===== config.mk =====
export PLATFORM = sky130hd
export DESIGN_NAME = rx_frame_status
export DESIGN_NICKNAME = d
export VERILOG_FILES = /design/src/rtl/rfs_pkg.sv /design/src/rtl/rfs_len_track.sv /design/src/rtl/rfs_err_sticky.sv /design/src/rtl/rfs_status_fmt.sv /design/src/rtl/rfs_sat_cnt.sv /design/src/rtl/rx_frame_status.sv
export SDC_FILE = /design/constraint.sdc
export NUM_CORES = 1
export LEC_CHECK = 0
export ABC_AREA = 1
export BUFFER_PORTS_ARGS = -buffer_cell sky130_fd_sc_hd__buf_2
export CORE_ASPECT_RATIO = 1.1
export CORE_MARGIN = 2
export CORE_UTILIZATION = 40
export DETAILED_ROUTE_END_ITERATION = 6
export PLACE_DENSITY_LB_ADDON = 0.2
export SYNTH_ARGS = -nofsm -noshare
export SYNTH_HDL_FRONTEND = slang
export SYNTH_SLANG_ARGS = --single-unit

===== constraint.sdc =====
create_clock -name clk -period 2.4 [get_ports clk]
set_input_delay 0.24 -clock clk [delete_from_list [all_inputs] [get_ports clk]]
set_output_delay 0.24 -clock clk [all_outputs]
set_load 0.1 [all_outputs]

===== src/rtl/rfs_pkg.sv =====
package rfs_pkg;
  localparam int STAT_W  = 16;
  localparam int B_CRC   = 11;
  localparam int B_ALIGN = 10;
  localparam int B_NORES = 9;
  localparam int B_OVR   = 8;
  localparam int B_SHORT = 7;
  localparam int B_TYPE  = 5;
  localparam int B_PHY   = 4;
  // Bits suppressed when bad frames are not saved
  localparam logic [STAT_W-1:0] GATED_MASK = 16'h0D90;
  // Bits that may ever be set
  localparam logic [STAT_W-1:0] LIVE_MASK  = 16'h0FB0;

  typedef struct packed {
    logic crc;
    logic align;
    logic nores;
    logic ovr;
    logic runt;
    logic type_f;
    logic phy;
  } rfs_flags_t;
endpackage


===== src/rtl/rfs_len_track.sv =====
module rfs_len_track #(
  parameter int LEN_W    = 16,
  parameter int TYPE_OFS = 12
) (
  input  logic             clk,
  input  logic             rst_n,
  input  logic             rx_valid,
  input  logic             rx_last,
  input  logic [7:0]       rx_data,
  output logic             frm_start,
  output logic [LEN_W-1:0] len_nxt,
  output logic [15:0]      type_nxt,
  output logic             type_full_nxt
);
  localparam logic [LEN_W-1:0] OFS_HI = LEN_W'(TYPE_OFS);
  localparam logic [LEN_W-1:0] OFS_LO = LEN_W'(TYPE_OFS + 1);
  localparam logic [LEN_W-1:0] FULL_N = LEN_W'(TYPE_OFS + 2);

  logic             in_frame_q, in_frame_d;
  logic [LEN_W-1:0] cnt_q, base;
  logic [15:0]      type_q;

  always_comb begin
    frm_start = rx_valid & ~in_frame_q;
    base      = frm_start ? '0 : cnt_q;
    len_nxt   = (&base) ? base : base + 1'b1;
    type_nxt  = frm_start ? 16'h0 : type_q;
    if (base == OFS_HI) type_nxt[15:8] = rx_data;
    if (base == OFS_LO) type_nxt[7:0]  = rx_data;
    type_full_nxt = (len_nxt >= FULL_N);
    in_frame_d    = rx_valid ? ~rx_last : in_frame_q;
  end

  always_ff @(posedge clk or negedge rst_n) begin
    if (!rst_n) begin
      in_frame_q <= 1'b0;
      cnt_q      <= '0;
      type_q     <= '0;
    end else if (rx_valid) begin
      in_frame_q <= in_frame_d;
      cnt_q      <= len_nxt;
      type_q     <= type_nxt;
    end
  end
endmodule


===== src/rtl/rfs_err_sticky.sv =====
module rfs_err_sticky #(
  parameter int N = 2
) (
  input  logic         clk,
  input  logic         rst_n,
  input  logic         rx_valid,
  input  logic         frm_start,
  input  logic [N-1:0] flag_in,
  output logic [N-1:0] flag_nxt
);
  logic [N-1:0] seen_q;

  for (genvar i = 0; i < N; i++) begin : g_bit
    always_comb begin
      flag_nxt[i] = (frm_start ? 1'b0 : seen_q[i]) | (rx_valid & flag_in[i]);
    end

    always_ff @(posedge clk or negedge rst_n) begin
      if (!rst_n)        seen_q[i] <= 1'b0;
      else if (rx_valid) seen_q[i] <= flag_nxt[i];
    end
  end
endmodule


===== src/rtl/rfs_status_fmt.sv =====
module rfs_status_fmt
  import rfs_pkg::*;
#(
  parameter int LEN_W    = 16,
  parameter int MIN_LEN  = 64,
  parameter int TYPE_MAX = 1500
) (
  input  logic [LEN_W-1:0]  len,
  input  logic [15:0]       type_val,
  input  logic              type_full,
  input  logic              phy_seen,
  input  logic              ovr_seen,
  input  logic              crc_bad,
  input  logic              partial_octet,
  input  logic              save_bad,
  input  logic [LEN_W-1:0]  buf_size,
  output logic [STAT_W-1:0] word,
  output logic              discard,
  output logic              crc_evt
);
  localparam logic [LEN_W-1:0] MIN_L = LEN_W'(MIN_LEN);
  localparam logic [15:0]      TMAX  = 16'(TYPE_MAX);

  rfs_flags_t raw;
  logic       any_gated;

  always_comb begin
    raw.crc    = crc_bad & ~partial_octet;
    raw.align  = crc_bad &  partial_octet;
    raw.nores  = (len > buf_size);
    raw.ovr    = ovr_seen;
    raw.runt   = (len < MIN_L);
    raw.type_f = type_full & ((type_val == 16'h0) | (type_val > TMAX));
    raw.phy    = phy_seen;

    any_gated = raw.crc | raw.align | raw.ovr | raw.runt | raw.phy;

    word          = '0;
    word[B_NORES] = raw.nores;
    word[B_TYPE]  = raw.type_f;
    word[B_CRC]   = save_bad & raw.crc;
    word[B_ALIGN] = save_bad & raw.align;
    word[B_OVR]   = save_bad & raw.ovr;
    word[B_SHORT] = save_bad & raw.runt;
    word[B_PHY]   = save_bad & raw.phy;

    discard = ~save_bad & any_gated;
    crc_evt = word[B_CRC] | word[B_PHY];
  end
endmodule


===== src/rtl/rfs_sat_cnt.sv =====
module rfs_sat_cnt #(
  parameter int W = 16
) (
  input  logic         clk,
  input  logic         rst_n,
  input  logic         inc,
  output logic [W-1:0] count
);
  logic [W-1:0] cnt_q, cnt_d;
  logic         cnt_en;

  always_comb begin
    cnt_en = inc & ~(&cnt_q);
    cnt_d  = cnt_q + 1'b1;
  end

  always_ff @(posedge clk or negedge rst_n) begin
    if (!rst_n)      cnt_q <= '0;
    else if (cnt_en) cnt_q <= cnt_d;
  end

  assign count = cnt_q;
endmodule


===== src/rtl/rx_frame_status.sv =====
module rx_frame_status
  import rfs_pkg::*;
#(
  parameter int LEN_W    = 16,
  parameter int CNT_W    = 16,
  parameter int MIN_LEN  = 64,
  parameter int TYPE_MAX = 1500,
  parameter int TYPE_OFS = 12
) (
  input  logic              clk,
  input  logic              rst_n,
  input  logic              rx_valid,
  input  logic [7:0]        rx_data,
  input  logic              rx_last,
  input  logic              rx_err,
  input  logic              dma_ovr,
  input  logic              crc_bad,
  input  logic              partial_octet,
  input  logic              save_bad,
  input  logic [LEN_W-1:0]  buf_size,
  output logic              stat_valid,
  output logic [STAT_W-1:0] stat_word,
  output logic              discard,
  output logic [CNT_W-1:0]  crc_err_cnt
);
  // Reset: asserted asynchronously, released on the clock
  logic [1:0] rst_sync_q;
  logic       rst_sync_n;

  always_ff @(posedge clk or negedge rst_n) begin
    if (!rst_n) rst_sync_q <= 2'b00;
    else        rst_sync_q <= {rst_sync_q[0], 1'b1};
  end
  assign rst_sync_n = rst_sync_q[1];

  logic             frm_start, type_full;
  logic [LEN_W-1:0] len_nxt;
  logic [15:0]      type_nxt;
  logic [1:0]       err_nxt;
  logic [STAT_W-1:0] word_c;
  logic             disc_c, crc_evt_c, end_evt;

  rfs_len_track #(.LEN_W(LEN_W), .TYPE_OFS(TYPE_OFS)) u_len (
    .clk          (clk),
    .rst_n        (rst_sync_n),
    .rx_valid     (rx_valid),
    .rx_last      (rx_last),
    .rx_data      (rx_data),
    .frm_start    (frm_start),
    .len_nxt      (len_nxt),
    .type_nxt     (type_nxt),
    .type_full_nxt(type_full)
  );

  rfs_err_sticky #(.N(2)) u_err (
    .clk      (clk),
    .rst_n    (rst_sync_n),
    .rx_valid (rx_valid),
    .frm_start(frm_start),
    .flag_in  ({dma_ovr, rx_err}),
    .flag_nxt (err_nxt)
  );

  rfs_status_fmt #(.LEN_W(LEN_W), .MIN_LEN(MIN_LEN), .TYPE_MAX(TYPE_MAX)) u_fmt (
    .len          (len_nxt),
    .type_val     (type_nxt),
    .type_full    (type_full),
    .phy_seen     (err_nxt[0]),
    .ovr_seen     (err_nxt[1]),
    .crc_bad      (crc_bad),
    .partial_octet(partial_octet),
    .save_bad     (save_bad),
    .buf_size     (buf_size),
    .word         (word_c),
    .discard      (disc_c),
    .crc_evt      (crc_evt_c)
  );

  assign end_evt = rx_valid & rx_last;

  rfs_sat_cnt #(.W(CNT_W)) u_cnt (
    .clk  (clk),
    .rst_n(rst_sync_n),
    .inc  (end_evt & crc_evt_c),
    .count(crc_err_cnt)
  );

  logic              valid_d, disc_d;
  logic [STAT_W-1:0] word_d;

  always_comb begin
    valid_d = end_evt;
    word_d  = end_evt ? word_c : '0;
    disc_d  = end_evt & disc_c;
  end

  always_ff @(posedge clk or negedge rst_sync_n) begin
    if (!rst_sync_n) begin
      stat_valid <= 1'b0;
      stat_word  <= '0;
      discard    <= 1'b0;
    end else begin
      stat_valid <= valid_d;
      stat_word  <= word_d;
      discard    <= disc_d;
    end
  end
endmodule


==> results.sh <==
export IMPL_run_status="complete, but fails checks"
export IMPL_violations="negative setup slack"
export IMPL_via_count=4072
export IMPL_clk_pin_slew_worst_paths_ps=60
export IMPL_synth_main_ff_cell="dfrtp_1"
export IMPL_ant_nets=0
export IMPL_dpl_cell_area_mm2=0.00482
export IMPL_synth_seq_area_share_pct=36.6
export IMPL_cts_tree="done"
export IMPL_path_max_fanout=7
export IMPL_top_layer="met4"
export IMPL_internal_power_mw=2.28
export IMPL_dr_wl_met2_mm=5.50
export IMPL_synth_area_top_cells="dfrtp_1, nand2_1, inv_1"
export IMPL_syn_cell_area_mm2=0.00424
export IMPL_antenna_cells=0
export IMPL_hp_class="primary input to register"
export IMPL_finalNonFillerCells=825
export IMPL_rsz0062_at_grt="true"
export IMPL_switching_share_pct=38.7
export IMPL_dp_hpwl_mm=8.07
export IMPL_clock_path_buffers=2
export IMPL_io_pin_count=67
export IMPL_grt_pass1_vias=3971
export IMPL_clock_skew_ps=11.2
export IMPL_synth_top_area_share_pct=36.6
export IMPL_crit_arrival_ps=2640
export IMPL_routedLengthMet1_mm=5.07
export IMPL_clkLatencyLatePin_ps=340
export IMPL_yosysMostFrequentCell="nand2_1"
export IMPL_drive_gt1_share_pct=30.4
export IMPL_min_period_over_period_pct=101
export IMPL_r2r_start="u_len.in_frame_q"
export IMPL_htreeDepth=3
export IMPL_cp_depth=15
export IMPL_path_buf_inv=2
export IMPL_dieArea_mm2=0.0114
export IMPL_r2r_slack_ps=-20
export IMPL_holdCritStartpoint="partial_octet"
export IMPL_r2r_end="stat_word[9]"
export IMPL_fin_ws_ps=-16.6
export IMPL_critical_path_top_delay_family="simple AND/OR/NAND/NOR gates"
export IMPL_met3_length_um=447
export IMPL_min_period_ps=2420
export IMPL_netSwitchingPower_mw=1.44
export IMPL_worstSetupStartpointType="register"
export IMPL_design_core_area_mm2=0.0103
export IMPL_whs_path_depth=3
export IMPL_avgSynthCellArea_um2=7.28
export IMPL_fin_nets=728
export IMPL_syn_inst=582
export IMPL_setup_violations=1
export IMPL_clockPowerShare_pct=35.5
export IMPL_initial_core_util_pct=40.9
export IMPL_yosys_area_top_type="dfrtp_1"
export IMPL_ir_drop_v=0.00127
export IMPL_crit_slowest_cell="dfrtp_1"
export IMPL_syn_to_final_growth_pct=31.2
export IMPL_cts_buffers=9
export IMPL_p_seq_share_pct=33.4
export IMPL_num_fill_cells=1032
export IMPL_grt_usage_pct=20.7
export IMPL_drt_pass1_iter_count=6
export IMPL_routedWlPerCell_um=13.7
export IMPL_worst_setup_path_end_kind="register"
export IMPL_power_total_mw=3.73
export IMPL_cts_root_buf="clkbuf_16"
export IMPL_maxCapViolations=0
export IMPL_antenna_found_initial=0
export IMPL_ys_warn_count=0
export IMPL_p_comb_share_pct=31.1
export IMPL_cp_data_required_time_ps=2620
export IMPL_place_congestion=0.988
export IMPL_grt_overflow=0
export IMPL_crit_chain="inv_2 > nand2_4 > buf_6 > nand2_4 > nor2_4 > nand3_2 > nor2_4 > nand2_8 > nand3_4 > ha_1 > a21oi_2 > nor2_1 > a211oi_2 > o221a_2 > a21oi_1"
export IMPL_yosysUniqueCellTypes=45
export IMPL_synth_edf_count=0
export IMPL_fmax_mhz=414
export IMPL_cpPeakStageDelay_ps=370
export IMPL_via_per_inst=4.94
export IMPL_drc_errors=0
export IMPL_grt_max_degree=34
export IMPL_numClockSinks=62
export IMPL_die_x_um=102
export IMPL_reg2reg_depth=15
export IMPL_rows=39
export IMPL_synth_seq_cells=62
export IMPL_final_hold_violation_count=0
export IMPL_design_area_mm2=0.00556
export IMPL_dpl_cell_count=800
export IMPL_wl_mm=11.3
export IMPL_place_ws_ps=-107
export IMPL_p_leak_nw=2.89
export IMPL_grt_pass1_wl_mm=18.7
export IMPL_die_h_um=112
export IMPL_slew_violations=0
export IMPL_crit_type="register to register"
export IMPL_synth_common_cells="nand2_1, inv_1, dfrtp_1"
export IMPL_async_reset_ff_share_pct=100
export IMPL_min_to="stat_word[10]"
export IMPL_numPortBuffers=57
export IMPL_power_density_mw_per_mm2=670
export IMPL_first_iter_violations=198
flip-flops by register name, summed over array words and instances, names as in the netlist:
name / count
u_len.cnt_q: 16
discard: 1
u_err.seen_q: 2
rst_sync_q: 2
u_cnt.count: 16
u_len.type_q: 16
stat_word: 7
stat_valid: 1
u_len.in_frame_q: 1
cells in the final DEF (no fill, tap or decap), types with 12 or more instances in the layout:
master and n:
o21ai_0 33, dfrtp_1 59, buf_2 57, nand3_1 37
buf_4 34, nand2_1 156, nor2_2 13, nor2_1 43
inv_1 69, nand2_2 17, nor2_4 12
power by group through the flow:
| stage | clock (mW) | combinational [mW] | sequential (mW) |
|---|---|---|---|
| 2_1_floorplan | 0 | 0.510 | 1.53 |
| 3_3_place_gp | 0 | 1.02 | 1.25 |
| 3_5_place_dp | 0 | 1.03 | 1.25 |
| 4_1_cts | 1.34 | 1.07 | 1.24 |
| 5_1_grt | 1.39 | 1.26 | 1.26 |
| 6_report | 1.32 | 1.16 | 1.24 |
tightest hold or removal path, stage by stage:
cell,delay [ps]
buf_2,100
nand2_1,60
nor2_1,40
layout make-up:
class                      instances  area (um^2)  share of cell area, %
inverter                          78          303                   5.45
clock buffer                       9          225                   4.05
clock inverter                     7         73.8                   1.33
tap                              143          179                   3.22
sequential                        62         1560                   28.0
timing repair buffer              97          624                   11.2
multi-input combinational        429         2600                   46.7
through the flow:
step | utilization, % | hold WS [ps] | TNS (ps)
global route | 53.7 | 155 | -281
finish | 53.7 | 139 | -16.6
detailed placement | 46.6 | 29.1 | -107
global placement | 46.6 | 25.2 | -2.08
floorplan | - | -55.6 | 0
CTS | 50.8 | 138 | 0
worst max-delay path by stage:
stage / from / to / slack [ps]
final: u_len.in_frame_q / stat_word[9] / -20
after global routing: u_len.in_frame_q / stat_word[5] / -150
after CTS: u_len.in_frame_q / stat_word[9] / 2
after detailed placement: u_len.in_frame_q / stat_word[9] / -110
after global placement: rx_valid / stat_word[9] / -2
after floorplan: u_len.in_frame_q / stat_word[9] / 7
repair_timing:
action	in CTS	in global routing
resized for setup	24	47
setup endpoints to repair	1	2
hold buffers	1	0
buffers inserted	2	3
pin swaps	9	14
cloned	2	1
endpoints found under the hold margin	2	0
kinds of logic (layout without fill, tap and decap cells):
group	after synthesis	count (layout)	share of synthesized area [%]
buffers and inverters	101	191	10.9
other	2	10	0.177
AO/OA/AOI/OAI	62	62	8.45
adder cells (fa/ha/maj)	18	18	5.32
AND/OR/NAND/NOR	321	323	35.2
flip-flops	62	62	36.6
XOR/XNOR	16	16	3.31
layer usage:
metal | track usage, % | up-vias
met5 | 0 | -
met4 | 7.73 | 0
met3 | 3.95 | 23
met2 | 33.2 | 100
met1 | 27.5 | 1917
li1 | - | 2032
Power figures use the tool's default switching activity.
